File: config.mk
export PLATFORM = sky130hd
export DESIGN_NAME = burst_seq_top
export DESIGN_NICKNAME = d
export VERILOG_FILES = /design/src/rtl/burst_seq_pkg.sv /design/src/rtl/burst_seq_ctrl.sv /design/src/rtl/burst_seq_dp.sv /design/src/rtl/burst_seq_top.sv
export SDC_FILE = /design/constraint.sdc
export NUM_CORES = 1
export LEC_CHECK = 0
export ABC_AREA = 1
export CELL_PAD_IN_SITES_DETAIL_PLACEMENT = 1
export CELL_PAD_IN_SITES_GLOBAL_PLACEMENT = 1
export CORE_AREA = 2 2 39 41
export CTS_CLUSTER_SIZE = 20
export DETAILED_ROUTE_END_ITERATION = 12
export DIE_AREA = 0 0 41 43
export PLACE_DENSITY = 0.6
export SLEW_MARGIN = 30
export SYNTH_ARGS = -nofsm -noshare
export SYNTH_HDL_FRONTEND = slang
export SYNTH_SLANG_ARGS = --single-unit
File: constraint.sdc
create_clock -name clk -period 3 [get_ports clk]
set_input_delay 0.6 -clock clk [delete_from_list [all_inputs] [get_ports clk]]
set_output_delay 0.6 -clock clk [all_outputs]
set_load 0.1 [all_outputs]
File: src/rtl/burst_seq_pkg.sv
package burst_seq_pkg;
  // Strobes passed from control to datapath
  typedef struct packed {
    logic load;
    logic step;
  } seqStrobe_t;
endpackage

File: src/rtl/burst_seq_ctrl.sv
module burst_seq_ctrl
  import burst_seq_pkg::*;
(
  input  logic       clk,
  input  logic       rstN,
  input  logic       clkEn,
  input  logic       loadSel,
  output seqStrobe_t strobe
);
  always_comb begin
    strobe.load = clkEn && loadSel;
    strobe.step = clkEn && !loadSel;
  end


  gated_edge_chk: assert property (@(posedge clk) disable iff (!rstN)
    !clkEn |-> !strobe.load && !strobe.step);


  single_strobe_chk: assert property (@(posedge clk) disable iff (!rstN)
    !(strobe.load && strobe.step));
endmodule

File: src/rtl/burst_seq_dp.sv
module burst_seq_dp
  import burst_seq_pkg::*;
#(
  parameter int BEAT_W = 2
) (
  input  logic              clk,
  input  logic              rstN,
  input  seqStrobe_t        strobe,
  input  logic [BEAT_W-1:0] addrIn,
  input  logic              orderSel,
  output logic [BEAT_W-1:0] burstAddr,
  output logic              lastBeat
);
  localparam int BEATS = 1 << BEAT_W;
  localparam logic [BEAT_W-1:0] LAST_IDX = BEAT_W'(BEATS - 1);

  logic [BEAT_W-1:0] startReg;
  logic [BEAT_W-1:0] beatCnt;
  logic [BEAT_W-1:0] linAddr;
  logic [BEAT_W-1:0] ilvAddr;

  always_ff @(posedge clk or negedge rstN) begin
    if (!rstN) begin
      startReg <= '0;
      beatCnt  <= '0;
    end else if (strobe.load) begin
      startReg <= addrIn;
      beatCnt  <= '0;
    end else if (strobe.step) begin
      beatCnt  <= beatCnt + 1'b1;
    end
  end

  always_comb begin
    linAddr   = startReg + beatCnt;
    ilvAddr   = startReg ^ beatCnt;
    burstAddr = orderSel ? ilvAddr : linAddr;
    lastBeat  = (beatCnt == LAST_IDX);
  end


  load_capture_chk: assert property (@(posedge clk) disable iff (!rstN)
    strobe.load |=> beatCnt == '0 && startReg == $past(addrIn));


  hold_state_chk: assert property (@(posedge clk) disable iff (!rstN)
    !strobe.load && !strobe.step |=> $stable(startReg) && $stable(beatCnt));


  wrap_start_chk: assert property (@(posedge clk) disable iff (!rstN)
    strobe.step && beatCnt == LAST_IDX |=> beatCnt == '0 && !lastBeat);


  last_flag_chk: assert property (@(posedge clk) disable iff (!rstN)
    strobe.step && beatCnt == LAST_IDX - 1'b1 |=> lastBeat);


  linear_step_chk: assert property (@(posedge clk) disable iff (!rstN)
    (strobe.step && !orderSel) ##1 !orderSel |->
      burstAddr == BEAT_W'($past(burstAddr) + 1'b1));
endmodule

File: src/rtl/burst_seq_top.sv
module burst_seq_top (
  input  logic       clk,
  input  logic       rstN,
  input  logic       clkEn,
  input  logic       loadSel,
  input  logic [1:0] addrLow,
  input  logic       orderSel,
  output logic [1:0] burstAddr,
  output logic       lastBeat
);
  import burst_seq_pkg::*;

  seqStrobe_t strobe;

  burst_seq_ctrl u_ctrl (
    .clk     (clk),
    .rstN    (rstN),
    .clkEn   (clkEn),
    .loadSel (loadSel),
    .strobe  (strobe)
  );

  burst_seq_dp #(.BEAT_W(2)) u_dp (
    .clk       (clk),
    .rstN      (rstN),
    .strobe    (strobe),
    .addrIn    (addrLow),
    .orderSel  (orderSel),
    .burstAddr (burstAddr),
    .lastBeat  (lastBeat)
  );
endmodule

# Word-level counts from Yosys, hierarchy flattened
# Index checks and enable logic that the tools add are counted.
[classes]
eq_ne = 1
n_bitwise = 1
add_sub_neg = 2
mux = 3
reduce_logical = 4
[op_table]
columns = ["op", "count"]
rows = [
  ["2-bit two-way mux", 3],
  ["2-bit by 1-bit adder with 2-bit output, second input constant", 1],
  ["2-bit adder", 1],
  ["2-bit == test, second input constant", 1],
  ["1-bit logical AND", 2],
  ["2-bit nonzero test", 1],
  ["2-bit XOR", 1],
  ["1-bit zero test", 1],
]
[word_totals]
out_inout_bits = 3
regBits = 4
wordCells = 13
inputBits = 7

# Depth between registers and ports, before layout
[logic_depth]
ltp_word = 4
ltp_mapped = 6
mapped_depth_nobuf = 6

# Hierarchy
# A second synthesis with hierarchy kept.
[unflattened]
cells_unflattened = 34
area_unflattened_um2 = 251.5
[modules_own_cells]
columns = ["mod", "area_each_um2", "instances", "seq_area_each_um2", "cells_each"]
rows = [
  ["burst_seq_dp", 234.0, 1, 100.1, 30],
  ["burst_seq_ctrl", 17.5, 1, 0.0, 4],
]

# Worst setup path after synthesis
# No wires, ideal clock.
[synth_path]
path_type = "input to output"
startpoint = "input port orderSel"
endpoint = "output port burstAddr[1]"
required_ns = 2.400
cell_stages = 5
path_buffers = 0
arrival_time_ns = 1.370
setup_slack_ns = 1.030
path_cell_list = "inv_1 -> nand2_1 -> nand3_1 -> nand2_1 -> inv_1"
[synth_between]
elab_chain_cells = 1
[synth_rtl]
columns = ["item", "line_no", "source"]
rows = [
  ["from (decl)", "burst_seq_top.sv:7", "input logic orderSel,"],
  ["2-bit two-way mux", "burst_seq_dp.sv:37", "burstAddr = orderSel ? ilvAddr : linAddr;"],
  ["to (decl)", "burst_seq_top.sv:8", "output logic [1:0] burstAddr,"],
]
# No other way between the ends.

# Worst setup path after layout
# Ends and elaborated chain as after synthesis.

==> out/qor.yml <==
synth:
  postSynthCellCount: 31
  ys_types: 9
  synthTopCellsByArea: "dfrtp_1, nand2_1, ha_1, inv_1, nand3_1"
  seq_area_frac_synth: 0.432
  synth_ff_type: "dfrtp_1"
  synth_top_area_cell: "dfrtp_1"
  syn_nets: 40
  muxShareOfSynthArea: 0
  synth_top_family_by_area: "simple AND/OR/NAND/NOR gates"
  synth-simple-area-share: 0.276
  async_flop_share: 1.00
  ys_ff_latch: 4
  yosysTopAreaCellShare: 0.432
  ys_warn_count: 0
  synth_compound_area_frac: 0.0865
  synthAdderAreaFrac: 0.108
  synth-xor-area-share: 0
  synthMostInstantiatedCell: "nand2_1"
  synthesis.area_um2: 231
  avgSynthCellArea_um2: 7.47
  synth_edf_count: 0
  yosys-top-cells-count: "nand2_1, inv_1, dfrtp_1, nand3_1, a21oi_1"
timing:
  min_period_ns: 2.12
  setup_viol: 0
  holdWs_ns: 0.487
  hold_viol: 0
  fin_ws_ns: 0.881
  timing.fmax_mhz: 472
  finalClockSkew_ns: 0.0000425
  layout_worst_path_cycle_share: 0.706
  worstMarginPinSlew_ns: 0.279
  slew_headroom: 0.815
  grt_setup_unrepaired: "no"
  finalMaxSlewViolations: 0
  fin_setup_tns_ns: 0
cts:
  clkTransAtPathRegs_ns: 0.04
  clk-insertion-delay-late_ns: 0.23
  cts.sinks: 4
  cts_setup_buffers: 0
  cts_tree: "built"
  holdBufCountCts: 0
  h-tree-depth: 1
  cts_resized: 0
  cts-root-buf: "clkbuf_4"
  clock_path_buffers: 2
  cts_buffers: 3
global_route:
  grt_pass1_vias: 231
  antenna_found_initial: 0
  grt_max_degree: 7
  grt_overflow_total: 0
  grtUsageTotal: 0.0755
  grt_pass1_wl_um: 876
critical_path:
  endpoint_kind: "primary output"
  arrival_ns: 1.52
  cp_cell_sequence: "clkdlybuf4s50_1 -> inv_1 -> nand2_1 -> nand3_1 -> nand2_1 -> inv_1 -> buf_12"
  crit_required_ns: 2.40
  slowest_delay_ns: 0.47
  start_kind: "input port"
  cpMaxStageDelayCell: "clkdlybuf4s50_1"
  crit_path_max_fanout: 2
  critPathKind: "input port to primary output"
power:
  p_total_w: 0.000314
  power_leakage_nw: 0.188
  vdd_drop_max_mv: 0.220
  power_density_nw_per_um2: 851
placed_design:
  dp_slack_ns: 0.873
  gp_congestion: 0.688
  portBuffers: 9
  dp_hpwl_um: 432
detailed_routing:
  drt_iter0_drc: 6
  drt_wl_total_um: 557
  wl_per_cell_um: 9.44
  drc_errors: 0
  dr.pass1.iters: 4
  routed-via-count: 239
  detail-route-antenna-nets: 0
  via_per_inst: 4.05
floorplan:
  ioPinCount: 10
  die_y_um: 43
  die_w_um: 41
  rows: 14
  dieArea_um2: 1760
  coreArea_um2: 1380
  start_util: 0.167
flow_run:
  maxCapViolCount: 0
finish:
  syn2layout_area_growth_pct: 59.5
  nFillCells: 176
  antenna_cells: 0
  drive_gt1_frac: 0.163
  nets: 54
worst_hold_path:
  min_path_type: "flop to flop"
status:
  status: "finished, final reports clean"
-- kinds of logic (layout without fill, tap and decap cells) --
group | count (synthesis) | in the layout
flops | 4 | 4
compound gates | 4 | 4
fa+ha+maj | 2 | 2
simple gates | 15 | 15
buf+inv | 6 | 18
-- layout by cell type, fill, tap and decap left out --
cell type | netlist | layout
nand2_1 | 8 | 8
inv_1 | 6 | 6
clkdlybuf4s50_1 | 0 | 6
nand3_1 | 4 | 4
dfrtp_1 | 4 | 4
a21oi_1 | 3 | 3
clkbuf_4 | 0 | 3
nor2_1 | 2 | 2
ha_1 | 2 | 2
buf_4 | 0 | 2
nand2_2 | 1 | 1
o21ai_0 | 1 | 1
buf_12 | 0 | 1
-- state kept, by name, indices dropped and copies added, names as in the netlist --
name / cells
u_dp.beatCnt: 2
u_dp.startReg: 2
-- layer usage --
layer  wire length (µm)  vias to the layer above  share of wire  GRT usage
li1                   -                      123              -          -
met4                  0                        0              0     0.0800
met1                210                      103           0.38     0.0747
met2                304                       13           0.55      0.125
met5                  0                        -              0          0
met3                 42                        0          0.075          0
-- final timing paths --
path / start / end / slack (ns) / cells after the start
setup / recovery: orderSel / burstAddr[1] / 0.88 / 7
hold / removal: u_dp.startReg[0] / u_dp.startReg[0] / 0.49 / 2
setup reg to reg: u_dp.beatCnt[0] / u_dp.beatCnt[1] / 1.97 / 3
hold reg to reg: u_dp.startReg[0] / u_dp.startReg[0] / 0.49 / 2
max in group asynchronous: rstN / u_dp.startReg[1] / 2.27 / 1
min in group asynchronous: rstN / u_dp.beatCnt[1] / 0.57 / 1
-- per-stage QoR --
stage	instance area, µm²	utilization	instances
6_report	369	0.267	59
5_1_grt	369	0.267	59
4_1_cts	369	0.267	59
3_5_place_dp	347	0.250	56
3_3_place_gp	347	0.250	56
2_1_floorplan	231	-	31
-- area by class of cell --
type | count | area [µm²] | area share
tap | 16 | 20.0 | 0.0542
multi-input combinational | 21 | 109 | 0.295
sequential | 4 | 100 | 0.271
timing repair buffer | 9 | 95.1 | 0.258
clock buffer | 3 | 22.5 | 0.0610
inverter | 6 | 22.5 | 0.0610
-- power breakdown --
group | switching (W) | leakage, nW | total [W] | internal (W)
clock | 0.0000202 | 0.0138 | 0.0000649 | 0.0000446
sequential | 0.0000108 | 0.0482 | 0.0000756 | 0.0000647
combinational | 0.000123 | 0.126 | 0.000174 | 0.0000503
total | 0.000154 | 0.188 | 0.000314 | 0.000160
-- worst max-delay path, delay by kind of cell --
kind / cells / cell delay (ns)
buffers and inverters: 4 / 0.73
AND/OR/NAND/NOR: 3 / 0.18
Power figures use the tool's default switching activity.
